--- config.mk ---
export PLATFORM = sky130hd
export DESIGN_NAME = msgbuf_xfer
export DESIGN_NICKNAME = d
export VERILOG_FILES = /design/src/rtl/msgbuf_pkg.sv /design/src/rtl/msgbuf_seq.sv /design/src/rtl/msgbuf_regs.sv /design/src/rtl/msgbuf_xfer.sv
export SDC_FILE = /design/constraint.sdc
export NUM_CORES = 1
export LEC_CHECK = 0
export BUFFER_PORTS_ARGS = -buffer_cell sky130_fd_sc_hd__buf_2
export CAP_MARGIN = 15
export CORE_MARGIN = 3
export CORE_UTILIZATION = 57
export DETAILED_ROUTE_END_ITERATION = 10
export GPL_TIMING_DRIVEN = 0
export PLACE_DENSITY = 0.94
export SKIP_CTS_REPAIR_TIMING = 1
export SLEW_MARGIN = 20
export SYNTH_ARGS = -nofsm -noshare
export SYNTH_HDL_FRONTEND = slang
export SYNTH_SLANG_ARGS = --single-unit
export TNS_END_PERCENT = 100
--- constraint.sdc ---
create_clock -name clk -period 13.6 [get_ports clk]
set_clock_uncertainty 0.2 [all_clocks]
set_input_delay 3.4 -clock clk [delete_from_list [all_inputs] [get_ports clk]]
set_output_delay 3.4 -clock clk [all_outputs]
set_load 0.03 [all_outputs]
--- src/rtl/msgbuf_pkg.sv ---
package msgbuf_pkg;
  localparam int FIELDS = 4;
  typedef enum logic [2:0] {
    ST_IDLE  = 3'd0,
    ST_RD    = 3'd1,
    ST_DRAIN = 3'd2,
    ST_WR    = 3'd3,
    ST_ABORT = 3'd4
  } xfer_state_e;
endpackage

--- src/rtl/msgbuf_seq.sv ---
module msgbuf_seq
  import msgbuf_pkg::*;
#(
  parameter int NUM_OBJ  = 32,
  parameter int OBJ_W    = 6,
  parameter int IDX_W    = 2,
  parameter int ADDR_W   = 7
) (
  input  logic              clk,
  input  logic              rst_n,
  input  logic              cmd_valid,
  input  logic [OBJ_W-1:0]  cmd_obj,
  input  logic              cmd_dir,
  input  logic [FIELDS-1:0] cmd_mask,
  output logic              busy,
  output logic              active,
  output logic              ram_re,
  output logic              ram_we,
  output logic [ADDR_W-1:0] ram_addr,
  output logic [IDX_W-1:0]  word_idx,
  output logic              cap_en,
  output logic [IDX_W-1:0]  cap_idx,
  output logic              dir_q,
  output logic [FIELDS-1:0] mask_q
);
  localparam logic [IDX_W-1:0] LAST_IDX = IDX_W'(FIELDS - 1);

  xfer_state_e       state_q, state_d;
  logic [IDX_W-1:0]  idx_q, idx_d;
  logic [ADDR_W-1:0] base_q, base_d;
  logic              accept, obj_ok, rd_pend_q;
  logic [IDX_W-1:0]  rd_idx_q;
  logic [OBJ_W-1:0]  obj_m1;

  assign obj_m1 = cmd_obj - OBJ_W'(1);
  assign obj_ok = (cmd_obj != '0) && (cmd_obj <= OBJ_W'(NUM_OBJ));
  assign accept = (state_q == ST_IDLE) && cmd_valid;
  assign base_d = {obj_m1[ADDR_W-IDX_W-1:0], {IDX_W{1'b0}}};

  always_comb begin
    state_d = state_q;
    idx_d   = idx_q;
    case (state_q)
      ST_IDLE: begin
        idx_d = '0;
        if (cmd_valid) state_d = obj_ok ? ST_RD : ST_ABORT;
      end
      ST_RD: begin
        if (idx_q == LAST_IDX) begin
          state_d = ST_DRAIN;
          idx_d   = '0;
        end else begin
          idx_d = idx_q + IDX_W'(1);
        end
      end
      ST_DRAIN: begin
        idx_d   = '0;
        state_d = dir_q ? ST_WR : ST_IDLE;
      end
      ST_WR: begin
        if (idx_q == LAST_IDX) begin
          state_d = ST_IDLE;
          idx_d   = '0;
        end else begin
          idx_d = idx_q + IDX_W'(1);
        end
      end
      default: state_d = ST_IDLE;
    endcase
  end

  always_ff @(posedge clk or negedge rst_n) begin
    if (!rst_n) begin
      state_q   <= ST_IDLE;
      idx_q     <= '0;
      rd_pend_q <= 1'b0;
      rd_idx_q  <= '0;
    end else begin
      state_q   <= state_d;
      idx_q     <= idx_d;
      rd_pend_q <= ram_re;
      rd_idx_q  <= idx_q;
    end
  end

  always_ff @(posedge clk or negedge rst_n) begin
    if (!rst_n) begin
      base_q <= '0;
      dir_q  <= 1'b0;
      mask_q <= '0;
    end else if (accept) begin
      base_q <= base_d;
      dir_q  <= cmd_dir;
      mask_q <= cmd_mask;
    end
  end

  assign busy     = (state_q != ST_IDLE);
  assign active   = busy && (state_q != ST_ABORT);
  assign ram_re   = (state_q == ST_RD);
  assign ram_we   = (state_q == ST_WR);
  assign ram_addr = base_q + ADDR_W'(idx_q);
  assign word_idx = idx_q;
  assign cap_en   = rd_pend_q;
  assign cap_idx  = rd_idx_q;

  assert_abort_no_ram_R8: assert property (@(posedge clk) disable iff (!rst_n)
    (state_q == ST_ABORT) |-> (!ram_re && !ram_we));
  assert_abort_one_cycle_R1: assert property (@(posedge clk) disable iff (!rst_n)
    (state_q == ST_ABORT) |=> (state_q == ST_IDLE));
  assert_cmd_held_R2: assert property (@(posedge clk) disable iff (!rst_n)
    (busy && cmd_valid) |=> ($stable(base_q) && $stable(dir_q) && $stable(mask_q)));
  assert_read_then_drain_R10: assert property (@(posedge clk) disable iff (!rst_n)
    (ram_re && idx_q == LAST_IDX) |=> (state_q == ST_DRAIN && cap_en));
endmodule

--- src/rtl/msgbuf_regs.sv ---
module msgbuf_regs
  import msgbuf_pkg::*;
#(
  parameter int WORD_W = 32,
  parameter int IDX_W  = 2
) (
  input  logic                     clk,
  input  logic                     rst_n,
  input  logic                     busy,
  input  logic                     buf_we,
  input  logic [IDX_W-1:0]         buf_sel,
  input  logic [WORD_W-1:0]        buf_wdata,
  input  logic                     cap_en,
  input  logic [IDX_W-1:0]         cap_idx,
  input  logic                     cap_dir,
  input  logic [FIELDS-1:0]        cap_mask,
  input  logic [WORD_W-1:0]        ram_rdata,
  input  logic [IDX_W-1:0]         word_idx,
  output logic [WORD_W-1:0]        ram_wdata,
  output logic [FIELDS*WORD_W-1:0] buf_flat
);
  logic [WORD_W-1:0] fld_q [FIELDS];

  for (genvar k = 0; k < FIELDS; k++) begin : g_field
    logic wr_hit, cap_hit, fld_en;
    logic [WORD_W-1:0] fld_d;

    assign wr_hit  = buf_we && !busy && (buf_sel == IDX_W'(k));
    assign cap_hit = cap_en && (cap_idx == IDX_W'(k)) &&
                     (cap_dir ? !cap_mask[k] : cap_mask[k]);
    assign fld_en  = wr_hit || cap_hit;
    assign fld_d   = wr_hit ? buf_wdata : ram_rdata;

    always_ff @(posedge clk or negedge rst_n) begin
      if (!rst_n) begin
        fld_q[k] <= '0;
      end else if (fld_en) begin
        fld_q[k] <= fld_d;
      end
    end

    assign buf_flat[k*WORD_W +: WORD_W] = fld_q[k];
  end

  assign ram_wdata = fld_q[word_idx];

  assert_busy_blocks_write_R7: assert property (@(posedge clk) disable iff (!rst_n)
    (busy && !cap_en) |=> $stable(buf_flat));
  assert_read_keeps_unselected_R4: assert property (@(posedge clk) disable iff (!rst_n)
    (cap_en && !cap_dir && !cap_mask[cap_idx]) |=> $stable(buf_flat));
endmodule

--- src/rtl/msgbuf_xfer.sv ---
module msgbuf_xfer
  import msgbuf_pkg::*;
#(
  parameter int NUM_OBJ   = 32,
  parameter int WORD_W    = 32,
  localparam int OBJ_IX_W = $clog2(NUM_OBJ),
  localparam int OBJ_W    = OBJ_IX_W + 1,
  localparam int IDX_W    = $clog2(FIELDS),
  localparam int ADDR_W   = OBJ_IX_W + IDX_W
) (
  input  logic              clk,
  input  logic              rst_n,
  input  logic              cmd_valid,
  input  logic [OBJ_W-1:0]  cmd_obj,
  input  logic              cmd_dir,
  input  logic [FIELDS-1:0] cmd_mask,
  input  logic              buf_we,
  input  logic [IDX_W-1:0]  buf_sel,
  input  logic [WORD_W-1:0] buf_wdata,
  output logic [WORD_W-1:0] buf_arb,
  output logic [WORD_W-1:0] buf_ctrl,
  output logic [WORD_W-1:0] buf_data_a,
  output logic [WORD_W-1:0] buf_data_b,
  output logic              busy,
  output logic              transfer_active,
  output logic [ADDR_W-1:0] ram_addr,
  output logic              ram_re,
  output logic              ram_we,
  output logic [WORD_W-1:0] ram_wdata,
  input  logic [WORD_W-1:0] ram_rdata
);
  logic [1:0]               rst_sync_q;
  logic                     rst_int_n;
  logic [IDX_W-1:0]         word_idx, cap_idx;
  logic                     cap_en, dir_q;
  logic [FIELDS-1:0]        mask_q;
  logic [FIELDS*WORD_W-1:0] buf_flat;

  always_ff @(posedge clk or negedge rst_n) begin
    if (!rst_n) rst_sync_q <= 2'b00;
    else        rst_sync_q <= {rst_sync_q[0], 1'b1};
  end
  assign rst_int_n = rst_sync_q[1];

  msgbuf_seq #(
    .NUM_OBJ(NUM_OBJ), .OBJ_W(OBJ_W), .IDX_W(IDX_W), .ADDR_W(ADDR_W)
  ) i_seq (
    .clk(clk), .rst_n(rst_int_n),
    .cmd_valid(cmd_valid), .cmd_obj(cmd_obj), .cmd_dir(cmd_dir), .cmd_mask(cmd_mask),
    .busy(busy), .active(transfer_active),
    .ram_re(ram_re), .ram_we(ram_we), .ram_addr(ram_addr),
    .word_idx(word_idx), .cap_en(cap_en), .cap_idx(cap_idx),
    .dir_q(dir_q), .mask_q(mask_q)
  );

  msgbuf_regs #(.WORD_W(WORD_W), .IDX_W(IDX_W)) i_regs (
    .clk(clk), .rst_n(rst_int_n), .busy(busy),
    .buf_we(buf_we), .buf_sel(buf_sel), .buf_wdata(buf_wdata),
    .cap_en(cap_en), .cap_idx(cap_idx), .cap_dir(dir_q), .cap_mask(mask_q),
    .ram_rdata(ram_rdata), .word_idx(word_idx),
    .ram_wdata(ram_wdata), .buf_flat(buf_flat)
  );

  assign buf_arb    = buf_flat[0*WORD_W +: WORD_W];
  assign buf_ctrl   = buf_flat[1*WORD_W +: WORD_W];
  assign buf_data_a = buf_flat[2*WORD_W +: WORD_W];
  assign buf_data_b = buf_flat[3*WORD_W +: WORD_W];

  assert_idle_no_ram_R9: assert property (@(posedge clk) disable iff (!rst_int_n)
    !busy |-> (!ram_re && !ram_we && !transfer_active));
  assert_busy_needs_cmd_R1: assert property (@(posedge clk) disable iff (!rst_int_n)
    $rose(busy) |-> $past(cmd_valid));
  assert_single_port_R10: assert property (@(posedge clk) disable iff (!rst_int_n)
    !(ram_re && ram_we));
  assert_write_after_read_R5: assert property (@(posedge clk) disable iff (!rst_int_n)
    $rose(ram_we) |-> $past(transfer_active) && !$past(ram_re));
endmodule

# Word-level counts from Yosys, hierarchy flattened
# Index checks and enable logic that the tools add are counted.
# op_classes
addsub	3
n_lt_le_gt_ge	2
eq_ne	14
n_mux	19
bitwise_logic	1
n_reduce_logical	34
# ops
op	n
$mux W32	6
$bmux W32 S2	1
$logic_and A1 B1 Y1	16
$mux W3	4
$pmux W3 S4	1
$eq A2 B2 Y1 const B	5
$add A7 B2 Y7	1
$eq A3 B2 Y1 const B	2
$le A6 B6 Y1 const B	1
$reduce_bool A6 Y1	1
$logic_not A1 Y1	5
$sub A5 B1 Y5 const B	1
$eq A2 B1 Y1 const B	2
$logic_not A2 Y1	2
$logic_or A1 B1 Y1	4
$mux W1	4
$mux W2	2
$ne A2 B2 Y1 const B	2
$pmux W2 S2	1
$reduce_or A2 Y1	2
$eq A3 B1 Y1 const B	1
$ge A3 B3 Y1 const B	1
$logic_not A3 Y1	1
$ne A3 B3 Y1 const B	1
6 further kinds	6
# totals
register_bits	148
inputBits	81
out_inout_bits	171
elab_cells	85

# Depth between registers and ports, before layout
# depth
ltp_word	5
depth_mapped	7
ltp_nobuf	5

# Hierarchy
# Synthesis repeated with hierarchy kept, for this count alone.
# unflattened
hier_cells	906
area_unflattened_um2	8479.4
# modules_own_cells
module	instances	cells_per_inst	area_each_um2	seq_area_each_um2
msgbuf_regs	1	822	7561.0	3203.1
msgbuf_seq	1	81	864.6	450.4
msgbuf_xfer	1	3	53.8	50.0

# Worst setup path before layout
# No wires, ideal clock.
# synth_path
kind	register to output
from	register i_seq.idx_q[0], in the netlist i_seq.word_idx[0]
to	output port ram_wdata[10]
arrival_time_ns	1.854
required_ns	10.000
slack_ns	8.146
path_stages_with_launch	4
path_buffers	2
cell_sequence	dfrtp_1 > clkbuf_1 > buf_2 > mux4_2
# synth_between
elab_chain_cells	4
# synth_lines
item	line	text
start, declared	msgbuf_seq.sv:29	logic [IDX_W-1:0] idx_q, idx_d;
start signal, assigned	msgbuf_seq.sv:80	idx_q <= idx_d;
$not A2 Y3 (implied by the code)	msgbuf_regs.sv:45	assign ram_wdata = fld_q[word_idx];
$bmux W32 S2	msgbuf_regs.sv:45	
$mux W32 (implied by the code) (2 in a row)	msgbuf_regs.sv:45	
end, declared	msgbuf_xfer.sv:29	output logic [WORD_W-1:0] ram_wdata,
# No other way between the ends. The select of a mux whose other input is x is not followed.

# Worst setup path after layout
# layout_path
from	register i_seq.idx_q[0], in the netlist i_seq.word_idx[0]
to	output port ram_wdata[4]
# Same word-level chain as after synthesis.

==> results.md <==
Outcome:
- The flow ran to the end, and the final reports show no timing, DRC or antenna violations.

Timing:
- The measured slew at the worst slew-check pin is 1.14 ns.
- The tightest hold path in the finished design has a slack of 0.151 ns.
- The number of hold violations in the final report is 0.
- The clock period minus worst slack is 6.18 ns.
- For the final routed database, the setup TNS stands at 0 ns.
- The worst setup slack after layout is 7.42 ns.
- Setup repair after global routing left no endpoint under its margin.
- Static timing analysis puts the maximum clock frequency at 162 MHz.
- Setup violations remaining at the end of the flow were counted as 0.
- The number of pins exceeding their max-slew limit in the final report is 0.
- The final period utilization is 0.454.
- The worst pin sits at a relative slew slack of 0.237.

Worst setup path:
- For the worst setup path, the data required time is 10.00 ns.
- The internal reg-to-reg setup slack is roughly 11 ns.
- For the worst setup path, the data arrival time is around 2.6 ns.
- The worst setup path is launched from a flop.
- STA classifies the critical path endpoint as an output pin.
- Along the worst path, the maximum fanout reaches 10.
- By startpoint and endpoint, the worst setup path is classified as flop to output pin.

Detailed routing:
- The count of TritonRoute iterations in the first routing pass is 9.
- Once detail routing completed, the nets flagged for antenna violations numbered 0.
- After detailed routing, the average wire length per cell comes to 24.9 um.
- For this block, the routed nets add up to approximately 33000 um of wire.
- The remaining routing DRC violations is 0.
- The via total after detailed routing is 9492.
- Dividing the detail-routed via count by the number of cells gives 7.10.
- The initial DRC count is approximately 1500.

Yosys:
- Counting every net in the synthesized netlist gives 951.
- The cell type with the highest aggregate area in the netlist is dfrtp_1.
- The library cell with the highest instance count after synthesis is dfrtp_1.
- Summing every instance area after synthesis gives 8640 um2.
- After synthesis, the cell types taking the most area are dfrtp_1, or3b_2, a31oi_1.
- Of the synthesized area, sequential elements account for 0.429.
- After synthesis, the share of flip-flops with an asynchronous set or reset is 1.00.
- The number of synthesized register bits is around 150.
- By count the netlist is led by dfrtp_1, nor3_1, a31oi_1.
- The count of yosys warnings during synthesis is 0.
- The number of distinct standard cells referenced by the synthesized netlist is 34.
- The post-synthesis average cell area is 9.96 um2.
- The fraction of synthesized cell area taken by the top area cell type is 0.429.
- The most used flip-flop cell after synthesis is dfrtp_1.
- The gate count after technology mapping is 867.
- The number of enable flip-flop cells after synthesis is 0.

CTS:
- The clock-pin slew of the registers on the worst-case setup and hold paths is 0.06 ns.
- The sink count of the clock tree is 148.
- The root buffer cell is clkbuf_16.
- TritonCTS built the clock tree.
- The number of buffers created by CTS is 17.
- CTS built an H-tree with a depth of 4.
- The later pin in the worst-skew pair is clocked with a latency of between 0.4 and 0.5 ns.
- The buffer levels on the longest clock path is 2.

GRT:
- The global-route track usage on met3 is 0.116.
- In the global route stage, met1 resource usage came out at 0.502.
- For this run, the total global-route usage over all layers was measured as 0.393.
- For met2 alone, demand over resource in global routing was 0.605.
- The via count of the first global-routing pass is ~9000.
- The global routing stage identified its most utilized layer as met2.
- The first global-routing pass estimated 50400 um of wire.
- The maximum number of pins on one net before global-route repair is 57.
- Summed over all layers, the global routing overflow is 0.
- The number of antenna violations at the first check in global routing is 0.

Finish:
- Summing all non-filler instances in the final layout gives an area of roughly 11000 um2.
- The fraction of layout instances using a drive strength above 1 is 0.390.
- The area added between synthesis and finish is 24.6%.
- The number of nets at the end of the flow is between 1000 and 1500.
- Measured on the finished design, the core utilization comes to 0.732.
- After the flow finishes, the layout carries non-filler instances totaling around 1300.
- The filler cell count in the final layout is approximately 1100.

Pwr:
- The total power consumption of the routed design is 3.38 mW.
- The power per cell area is 314 nW/um2.
- The worst voltage drop across the vdd grid is 0.000196 V.
- Summed over all cells, the static leakage comes to 4.23 nW.

Job:
- Max-cap violations in this run came to 0.

Placement:
- The number of port buffers is 251.
- The post-placement worst setup slack is 7.86 ns.
- The number of cells in the design after placement is 1304.
- The weighted congestion reported at the end of routability-driven placement is 0.955.
- The placed instances occupy a cell area of between 10000 and 15000 um2.
- The HPWL after detailed placement is between 20000 and 25000 um.

Floorplanning:
- The total die area is 16700 um2.
- The effective utilization at floorplan is 0.588.
- The chip width is roughly 130 um.
- The number of rows created at floorplan is 44.
- In this run the count of I/O pins placed on the die edge is 252.
- The die extent in y is 129 um.
- After floorplanning, the core was sized to cover 14700 um2.

Hold path:
- The class of the worst hold path is flop to flop.
## area by class of cell
class / instances / area [um2] / area share
diodes: 1 / 2.50 / 0.000233
plain buffers: 109 / 552 / 0.0513
clock buffers: 27 / 503 / 0.0467
clock inverters: 4 / 70.1 / 0.00651
inverters: 2 / 7.51 / 0.000698
multi-input cells: 608 / 4380 / 0.407
flip-flops and latches: 148 / 3710 / 0.345
well taps: 184 / 230 / 0.0214
repair buffers: 253 / 1300 / 0.121
## where the power goes
| group | switching (mW) | internal (mW) |
|---|---|---|
| logic | 1.44 | 0.605 |
| clock network | 0.183 | 0.288 |
| registers | 0.197 | 0.665 |
## placed cells by master (no fill, tap or decap), drive strengths merged
cell type	count
a21o	1
a21oi	1
a31oi	129
buf	283
bufinv	2
clkbuf	106
clkinv	2
conb	1
dfrtp	148
diode	1
ha	3
inv	2
mux2	5
mux2i	1
mux4	32
nand2	10
nand2b	3
nand3	1
nand3b	3
nor2	2
nor3	130
nor3b	2
nor4b	2
nor4bb	1
o21ai	134
or2	6
or3	1
or3b	129
or4b	2
xnor2	8
xor2	1
## worst max-delay path, stage by stage (launching register included)
cell and delay [ns]:
dfrtp_1 0.42, clkbuf_1 0.46, buf_2 0.46, mux4_2 0.59, buf_2 0.20
## final timing paths
| check | endpoint | from | cells after the start |
|---|---|---|---|
| min in group asynchronous | i_regs.buf_flat[104] | rst_sync_q[1] | 0 |
| worst max-delay path | ram_wdata[4] | i_seq.word_idx[0] | 4 |
| worst min-delay path | rst_sync_q[1] | rst_sync_q[0] | 0 |
| worst min register to register | rst_sync_q[1] | rst_sync_q[0] | 0 |
| worst max register to register | i_regs.buf_flat[86] | i_seq.dir_q | 5 |
| max in group asynchronous | rst_sync_q[1] | rst_n | 1 |
## sequential cells by signal, indices dropped and copies added (netlist names)
signal	cells
i_seq.cap_idx	2
rst_sync_q	2
i_seq.mask_q	4
i_seq.dir_q	1
i_seq.base_q	5
i_seq.state_q	3
i_seq.cap_en	1
i_seq.word_idx	2
i_regs.buf_flat	128
## layer usage
metal	wire length, um	vias to the layer above	share of wire
li1	-	3863	-
met1	11500	4455	0.34
met2	15400	981	0.46
met3	4690	193	0.14
met4	1690	0	0.051
met5	0	-	0
## kinds of logic (layout without fill, tap and decap cells)
family | count (synthesis) | count (layout) | share of synthesized area
and+or+nand+nor | 292 | 292 | 0.229
AOI/OAI and AO/OA | 265 | 265 | 0.173
DFF | 148 | 148 | 0.429
other | 1 | 2 | 0.000434
buffers and inverters | 111 | 395 | 0.0647
adders and majority gates | 3 | 3 | 0.00435
muxes | 38 | 38 | 0.0911
xor gates and xnor gates | 9 | 9 | 0.00913
(Power assumes the default switching activity.)
